--- src/rtl/vrc_pkg.sv ---
package vrc_pkg;
    typedef enum logic [1:0] {
        ST_IDLE  = 2'd0,
        ST_FIRST = 2'd1,
        ST_NEXT  = 2'd2
    } vrc_state_e;

    // bit positions inside the two-bit button vectors
    localparam int BTN_UP = 1;
    localparam int BTN_DN = 0;
    localparam int NUM_BTN = 2;
    localparam int NUM_CH  = 2;
    localparam int CH_LEFT  = 1;
    localparam int CH_RIGHT = 0;
endpackage

--- src/rtl/vrc_sync.sv ---
module vrc_sync #(
    parameter int N = 2
) (
    input  logic         clk,
    input  logic         rst,
    input  logic [N-1:0] async_i,
    output logic [N-1:0] sync_o
);
    for (genvar b = 0; b < N; b++) begin : g_bit
        logic meta_q;
        logic stab_q;
        always_ff @(posedge clk) begin
            if (rst) begin
                meta_q <= 1'b0;
                stab_q <= 1'b0;
            end else begin
                meta_q <= async_i[b];
                stab_q <= meta_q;
            end
        end
        assign sync_o[b] = stab_q;
    end
endmodule

--- src/rtl/vrc_lvl_step.sv ---
module vrc_lvl_step #(
    parameter int W = 6
) (
    input  logic [W-1:0] lvl_i,
    input  logic         dec_i,
    input  logic         inc_i,
    output logic [W-1:0] lvl_o
);
    localparam logic [W-1:0] LVL_MAX = {W{1'b1}};

    logic [W-1:0] after_dec;

    always_comb begin
        after_dec = lvl_i;
        if (dec_i && lvl_i != '0) begin
            after_dec = lvl_i - W'(1);
        end
        lvl_o = after_dec;
        if (inc_i && after_dec != LVL_MAX) begin
            lvl_o = after_dec + W'(1);
        end
    end
endmodule

--- src/rtl/vol_repeat_ctrl.sv ---
module vol_repeat_ctrl
    import vrc_pkg::*;
#(
    parameter int LVL_W     = 6,
    parameter int CNT_W     = 9,
    parameter int FIRST_DLY = 400,
    parameter int NEXT_DLY  = 100
) (
    input  logic             clk,
    input  logic             rst,
    input  logic             tick_i,
    input  logic             btn_up_i,
    input  logic             btn_dn_i,
    input  logic             load_i,
    input  logic [LVL_W-1:0] load_left_i,
    input  logic [LVL_W-1:0] load_right_i,
    output logic [LVL_W-1:0] left_o,
    output logic [LVL_W-1:0] right_o,
    output logic             irq_o
);
    localparam logic [CNT_W-1:0] FIRST_LIM = CNT_W'(FIRST_DLY - 1);
    localparam logic [CNT_W-1:0] NEXT_LIM  = CNT_W'(NEXT_DLY - 1);

    typedef struct packed {
        vrc_state_e                     st;
        logic [CNT_W-1:0]               cnt;
        logic [NUM_BTN-1:0]             pend;
        logic [NUM_BTN-1:0]             seen;
        logic                           mask;
        logic [NUM_CH-1:0][LVL_W-1:0]   lvl;
    } vrc_regs_t;

    vrc_regs_t q, d;

    logic [NUM_BTN-1:0]           btn_s;
    logic [NUM_BTN-1:0]           rise;
    logic [NUM_BTN-1:0]           btn_now;
    logic [CNT_W-1:0]             lim;
    logic                         chk;
    logic                         step;
    logic [NUM_CH-1:0][LVL_W-1:0] lvl_step;

    vrc_sync #(.N(NUM_BTN)) u_sync (
        .clk     (clk),
        .rst     (rst),
        .async_i ({btn_up_i, btn_dn_i}),
        .sync_o  (btn_s)
    );

    for (genvar c = 0; c < NUM_CH; c++) begin : g_ch
        vrc_lvl_step #(.W(LVL_W)) u_step (
            .lvl_i (q.lvl[c]),
            .dec_i (step & btn_now[BTN_UP]),
            .inc_i (step & btn_now[BTN_DN]),
            .lvl_o (lvl_step[c])
        );
    end

    always_comb begin
        rise    = btn_s & ~q.seen;
        btn_now = q.pend | btn_s;
        lim     = (q.st == ST_FIRST) ? FIRST_LIM : NEXT_LIM;
        chk     = tick_i && (q.st != ST_IDLE) && (q.cnt == lim);
        step    = (|btn_now) && ((q.st == ST_IDLE) || chk);

        d      = q;
        d.seen = btn_s;
        d.pend = q.pend | rise;

        if (step) begin
            d.pend = '0;
            d.cnt  = '0;
            d.mask = 1'b1;
            d.st   = (q.st == ST_IDLE) ? ST_FIRST : ST_NEXT;
            d.lvl  = lvl_step;
        end else if (chk) begin
            d.pend = '0;
            d.cnt  = '0;
            d.mask = 1'b0;
            d.st   = ST_IDLE;
        end else if (tick_i && q.st != ST_IDLE) begin
            d.cnt = q.cnt + CNT_W'(1);
        end

        if (load_i) begin
            d.lvl[CH_LEFT]  = load_left_i;
            d.lvl[CH_RIGHT] = load_right_i;
        end
    end

    always_ff @(posedge clk) begin
        if (rst) begin
            q.st   <= ST_IDLE;
            q.cnt  <= '0;
            q.pend <= '0;
            q.seen <= '0;
            q.mask <= 1'b0;
            q.lvl  <= '0;
        end else begin
            q <= d;
        end
    end

    assign left_o  = q.lvl[CH_LEFT];
    assign right_o = q.lvl[CH_RIGHT];
    assign irq_o   = ~q.mask & (|btn_s);
endmodule

--- config.mk ---
export PLATFORM = sky130hd
export DESIGN_NAME = vol_repeat_ctrl
export DESIGN_NICKNAME = d
export VERILOG_FILES = /design/src/rtl/vrc_pkg.sv /design/src/rtl/vrc_sync.sv /design/src/rtl/vrc_lvl_step.sv /design/src/rtl/vol_repeat_ctrl.sv
export SDC_FILE = /design/constraint.sdc
export NUM_CORES = 1
export LEC_CHECK = 0
export ABC_AREA = 1
export BUFFER_PORTS_ARGS = -buffer_cell sky130_fd_sc_hd__buf_2
export CORE_MARGIN = 5
export CORE_UTILIZATION = 57
export CTS_CLUSTER_DIAMETER = 100
export DETAILED_ROUTE_END_ITERATION = 8
export PLACE_DENSITY = 0.87
export RECOVER_POWER = 100
export SETUP_SLACK_MARGIN = 0.1
export SYNTH_ARGS = -nofsm -noshare
export SYNTH_HDL_FRONTEND = slang
export SYNTH_SLANG_ARGS = --single-unit
--- constraint.sdc ---
create_clock -name clk -period 2.95 [get_ports clk]
set_input_delay 0.1475 -clock clk [delete_from_list [all_inputs] [get_ports clk]]
set_output_delay 0.1475 -clock clk [all_outputs]
set_load 0.02 [all_outputs]
==> results of run 1 <==
## kinds of logic after synthesis
group                    after synthesis  share of synthesized area [%]
AND/OR/NAND/NOR                      178                           38.8
buffers and inverters                 67                           15.0
flip-flops                            32                           30.0
AO/OA/AOI/OAI                         28                           7.63
XOR/XNOR                              12                           4.93
adder cells (fa/ha/maj)                6                           3.52
## metrics by stage
stage | setup slack [ns] | utilization [%] | instances | cell area (um2) | power [mW]
floorplan | 0.793 | - | 323 | 2130 | 0.664
global placement | 0.645 | 60.5 | 381 | 2200 | 0.692
detailed placement | 0.540 | 60.5 | 381 | 2200 | 0.698
CTS | 0.503 | 63.5 | 389 | 2310 | 1.11
global route | 0.116 | 62.6 | 389 | 2280 | 1.15
finish | 0.431 | 62.6 | 389 | 2280 | 1.10
## sequential cells by signal, summed over array words and instances, names as in the netlist
name,cells
right_o,6
u_sync.g_bit.stab_q,2
left_o,6
q,16
u_sync.g_bit.meta_q,2
## layout make-up
class	count	share of cell area, %
inverter	47	7.75
clock inverter	2	1.54
timing repair buffer	30	5.83
multi-input combinational	224	50.9
sequential	32	28.1
tap	48	2.64
clock buffer	6	3.19
## path summary, 6_finish.rpt
kind	slack [ns]	from	to	depth (start not counted)
hold / removal	0.07	btn_up_i	u_sync.g_bit[1].meta_q$_SDFF_PP0_	3
setup / recovery	0.43	q[26]$_SDFFE_PP0P_	right_o[2]$_SDFFE_PP0P_	19
hold reg to reg	0.41	u_sync.g_bit[1].meta_q$_SDFF_PP0_	u_sync.g_bit[1].stab_q$_SDFF_PP0_	2
setup reg to reg	0.43	q[26]$_SDFFE_PP0P_	right_o[2]$_SDFFE_PP0P_	19
## critical path: cells and delay by family, from the launching register on
kind                     cells  cell delay [ns]
AND/OR/NAND/NOR             15             1.54
flip-flops                   1             0.38
adder cells (fa/ha/maj)      1             0.21
buffers and inverters        2             0.17
AO/OA/AOI/OAI                1             0.12
## where the power goes
part           switching (mW)  total (mW)  internal [mW]
Sequential             0.0183       0.470          0.452
Clock                   0.161       0.412          0.250
Combinational           0.144       0.214         0.0702
Total                   0.324        1.10          0.772
## layout by cell type, fill, tap and decap left out, types with 6 or more instances in the layout
master | Yosys | routed
a21oi_1 | 19 | 19
buf_2 | 1 | 16
clkbuf_1 | 4 | 15
dfxtp_1 | 32 | 32
ha_1 | 6 | 6
inv_1 | 37 | 38
inv_2 | 9 | 8
nand2_1 | 81 | 81
nand3_1 | 27 | 28
nand4_1 | 15 | 15
nor2_1 | 37 | 37
xor2_1 | 10 | 10
## layer usage
metal  track usage (%)  vias up  wire length [um]
met4              6.26        0                51
met1              21.4      877              1960
li1                  -     1038                 -
met5                 0        -                 0
met3              3.84        7               199
met2              29.3       38              2020
==> results.sh, run 1 <==
export IMPL_synth_edf_count=0
export IMPL_drc=0
export IMPL_start_kind="flip-flop"
export IMPL_dieArea_mm2=0.00506
export IMPL_cts_tree="yes"
export IMPL_cts_max_level=2
export IMPL_clk_pin_slew_worst_paths_ns=0.07
export IMPL_rsz0062_at_grt="no"
export IMPL_finalCriticalPeriod_ns=2.52
export IMPL_finalCritPeriodShare_pct=85.4
export IMPL_diodes=0
export IMPL_peakVddDrop_uv=300
export IMPL_hold_violations=0
export IMPL_crit_path_end_kind="flip-flop"
export IMPL_fin_worst_skew_ns=0.00807
export IMPL_via_count=1960
export IMPL_dp_final_hpwl_mm=3.24
export IMPL_wirelength_mm=4.22
export IMPL_core_rowCount=22
export IMPL_worstSkewPairLatency_ns=0.28
export IMPL_hold_buffers=0
export IMPL_cts_sinks=32
export IMPL_antenna_left=0
export IMPL_slew_violations=0
export IMPL_ff_latch_area_um2=641
export IMPL_die_w_um=71.2
export IMPL_clockBufferDepth=2
export IMPL_syn_avg_cell_area_um2=6.60
export IMPL_numPortBuffers=30
export IMPL_powerDensity_mw_per_mm2=482
export IMPL_finalNetCount=364
export IMPL_synth_cell_types=31
export IMPL_area_growth_pct=6.75
export IMPL_first_iter_violations=111
export IMPL_grt_overflow=0
export IMPL_numCtsBuffers=5
export IMPL_grtUsageTotal_pct=17.3
export IMPL_ys_ff_latch=32
export IMPL_syn_cell_area_mm2=0.00213
export IMPL_cp_required_ns=3.16
export IMPL_max_stage_delay_ns=0.38
export IMPL_first_global_vias=1835
export IMPL_yosysSeqAreaShare_pct=30.0
export IMPL_relSlewSlack_pct=37.3
export IMPL_synth_nets=347
export IMPL_yosys_area_top_type_share_pct=30.0
export IMPL_ios=31
export IMPL_max_freq_mhz=397
export IMPL_slowest_stage="dfxtp_1"
export IMPL_status="complete, no violations"
export IMPL_crit_path_cell_trace="inv_1 -> nand2_2 -> nand3_1 -> nor2_4 -> nand3_4 -> nand2_4 -> nand3_1 -> nand2_1 -> nand2_1 -> ha_1 -> nand3_1 -> nor2_2 -> nand2_2 -> nand2_2 -> inv_2 -> nand2_1 -> nand2_1 -> nand2_1 -> a21oi_1"
export IMPL_drive_gt1_share_pct=14.4
export IMPL_cp_arrival_ns=2.72
export IMPL_routabilityCongestion=0.859
export IMPL_syn_inst=323
export IMPL_start_util_pct=58.7
export IMPL_async_flop_share_pct=0
export IMPL_yosys_top_cells_count="nand2_1 (81), inv_1 (37), nor2_1 (37)"
export IMPL_grt_max_degree=22
export IMPL_antenna_found_initial=0
export IMPL_cts_root_buf="clkbuf_8"
export IMPL_post_synth_top_area_cell="dfxtp_1"
export IMPL_crit_type="flip-flop to flip-flop"
export IMPL_cp_common_cell="nand2_1"
export IMPL_fill_cells=354
export IMPL_cts_resized=0
export IMPL_yosys_top_cells_area="dfxtp_1 (30%), nand2_1 (14%), inv_1 (6.5%), nor2_1 (6.5%), nand3_1 (6.3%)"
export IMPL_ys_flop_type="dfxtp_1"
export IMPL_placeableCoreArea_mm2=0.00363
export IMPL_cts_setup_buffers=0
export IMPL_min_path_type="primary input to flip-flop"
export IMPL_worst_slew_pin_transition_ns=0.940
export IMPL_worst_hold_slack_ns=0.0672
export IMPL_first_pass_iters=5
export IMPL_total_leakage_power_nw=1.06
export IMPL_grt_pass1_wl_mm=7.34
export IMPL_wl_per_cell_um=10.9
export IMPL_yosysWarnings=0
export IMPL_setup_viol=0
export IMPL_multiInputGateArea_mm2=0.00116
export IMPL_die_h_um=71.2
export IMPL_maxCapViolations=0
export IMPL_yosysMostFrequentCell="nand2_1"
export IMPL_fin_setup_tns_ns=0
export IMPL_vias_per_cell=5.04
export IMPL_crit_fanout=11
No activity file was read; power rests on OpenSTA's default activity.
==> run 2, diff against run 1 <==
CORE_UTILIZATION = 51   (was 57)
PLACE_DENSITY = 0.82   (was 0.87)
clock period = 2.25 ns   (was 2.95 ns; I/O delays follow)
==> run 2 against run 1 <==
The flow now finishes with violations (setup timing). Utilization is 7.7 points higher. Die area is 10% higher. Sequential power is 31% higher. Non-clock buffer count is 34 higher. Wire length is 38% higher. Fmax is 11% higher. Worst setup slack worse by 0.45 ns. Clock skew is 0.00074 ns lower. Sequential share of layout area is 4.9 points lower. Global-route usage is 1.9 points higher. Critical endpoint is now right_o[1]$_SDFFE_PP0P_. Highest routed layer unchanged.
==> results.sh, run 2 (same netlist as run 1, synthesis figures left out) <==
export IMPL_via_count=2226
export IMPL_ios=31
export IMPL_first_pass_iters=4
export IMPL_fill_cells=297
export IMPL_worstSkewPairLatency_ns=0.30
export IMPL_grt_overflow=0
export IMPL_total_leakage_power_nw=1.32
export IMPL_relSlewSlack_pct=66.9
export IMPL_crit_fanout=6
export IMPL_fin_worst_skew_ns=0.00733
export IMPL_start_kind="flip-flop"
export IMPL_die_h_um=74.7
export IMPL_finalNetCount=398
export IMPL_final_area_mm2=0.00283
export IMPL_grt_pass1_wl_mm=8.25
export IMPL_drc=0
export IMPL_antenna_left=0
export IMPL_cts_sinks=32
export IMPL_numPortBuffers=30
export IMPL_drive_gt1_share_pct=38.9
export IMPL_hold_violations=0
export IMPL_rsz0062_at_grt="yes"
export IMPL_largest_register="q"
export IMPL_maxCapViolations=0
export IMPL_final_cell_mix="nand2_1 (74), inv_1 (33), nor2_1 (33), buf_2 (30), buf_4 (30)"
export IMPL_dieArea_mm2=0.00557
export IMPL_vias_per_cell=5.24
export IMPL_crit_path_end_kind="flip-flop"
export IMPL_finalCritPeriodShare_pct=101
export IMPL_first_iter_violations=200
export IMPL_final_common_cell="nand2_1"
export IMPL_wirelength_mm=5.84
export IMPL_cts_max_level=2
export IMPL_routabilityCongestion=0.864
export IMPL_numCtsBuffers=5
export IMPL_placeableCoreArea_mm2=0.00403
export IMPL_violations="setup timing"
export IMPL_clk_pin_slew_worst_paths_ns=0.08
export IMPL_grtUsageTotal_pct=19.2
export IMPL_dp_final_hpwl_mm=3.37
export IMPL_slew_violations=0
export IMPL_peakVddDrop_uv=364
export IMPL_dp_cells=391
export IMPL_core_rowCount=23
export IMPL_min_path_type="primary input to flip-flop"
export IMPL_area_growth_pct=32.9
export IMPL_powerDensity_mw_per_mm2=567
export IMPL_wl_per_cell_um=13.7
export IMPL_first_global_vias=1969
export IMPL_finalNonFillerCells=425
export IMPL_hold_buffers=0
export IMPL_diodes=0
export IMPL_multiInputGateArea_mm2=0.00139
export IMPL_start_util_pct=52.9
export IMPL_place_area_mm2=0.00229
export IMPL_cts_root_buf="clkbuf_8"
export IMPL_cts_tree="yes"
export IMPL_grt_max_degree=22
export IMPL_status="finished with violations"
export IMPL_cp_required_ns=2.42
export IMPL_finalWorstSetupSlack_ns=-0.0156
export IMPL_finalCriticalPeriod_ns=2.27
export IMPL_worst_slew_pin_transition_ns=0.497
export IMPL_die_w_um=74.7
export IMPL_cp_arrival_ns=2.44
export IMPL_ff_latch_area_um2=659
export IMPL_max_freq_mhz=441
export IMPL_antenna_found_initial=0
export IMPL_setup_viol=1
export IMPL_clockBufferDepth=2
export IMPL_crit_type="flip-flop to flip-flop"
export IMPL_largest_reg_flops=16
-- run 2: critical path, stage by stage (launching register included) --
cell     delay, ns
dfxtp_2       0.34
inv_4         0.07
nand2_1       0.06
nor2_1        0.12
nand2_1       0.07
nand2_2       0.09
nand3_4       0.11
nand2_8       0.10
buf_6         0.13
buf_4         0.11
nand4_1       0.10
nand2_1       0.14
inv_2         0.06
nor2_2        0.14
nand2_4       0.10
nand2_4       0.09
inv_2         0.05
nand2_1       0.05
nand2_1       0.06
nand2_1       0.08
a21oi_2       0.06
-- run 2: cell type report --
class                   instances  area share, %
inverters                      47           6.40
clock buffers                   5           2.43
clock inverters                 3           1.50
repair buffers                 64           15.1
well taps                      50           2.21
multi-input cells             224           49.1
flip-flops and latches         32           23.3
-- run 2: power breakdown --
part / leakage (nW) / internal (mW) / switching, mW / total, mW
clock network: 0.0541 / 0.328 / 0.244 / 0.572
registers: 0.268 / 0.592 / 0.0262 / 0.618
logic: 0.994 / 0.161 / 0.257 / 0.418
total: 1.32 / 1.08 / 0.527 / 1.61
-- run 2: worst paths after layout --
| kind | to | slack, ns | start | depth (start not counted) |
|---|---|---|---|---|
| setup reg to reg | right_o[1]$_SDFFE_PP0P_ | -0.02 | q[27]$_SDFFE_PP0P_ | 20 |
| hold / removal | u_sync.g_bit[0].meta_q$_SDFF_PP0_ | 0.01 | btn_dn_i | 3 |
| hold reg to reg | u_sync.g_bit[0].stab_q$_SDFF_PP0_ | 0.41 | u_sync.g_bit[0].meta_q$_SDFF_PP0_ | 2 |
| setup / recovery | right_o[1]$_SDFFE_PP0P_ | -0.02 | q[27]$_SDFFE_PP0P_ | 20 |
-- run 2: through the flow --
step           hold slack (ns)  util (%)  TNS [ns]  power, mW  setup slack, ns
2_1_floorplan            0.219         -         0      0.872            0.105
3_3_place_gp             0.310      56.9         0      0.927           0.0501
3_5_place_dp             0.319      56.9    -0.167      0.935          -0.0645
4_1_cts                0.00445      63.4         0       1.53            0.109
5_1_grt                0.00953      70.3    -0.663       1.69           -0.192
6_report                0.0100      70.3   -0.0156       1.61          -0.0156
-- run 2: layer usage --
layer	GRT usage, %	share of wire [%]	vias to the layer above
li1	-	-	1108
met3	6.41	6.6	20
met2	33.5	51	86
met1	20.9	39	1012
met5	0	0	-
met4	9.09	3.3	0
-- run 2: repair_timing --
item | in CTS | in global routing
resized for setup | 12 | 51
setup buffers | 15 | 11
pin swaps | 12 | 25
endpoints found under the hold margin | 0 | 0
endpoints found under the setup margin | 6 | 12
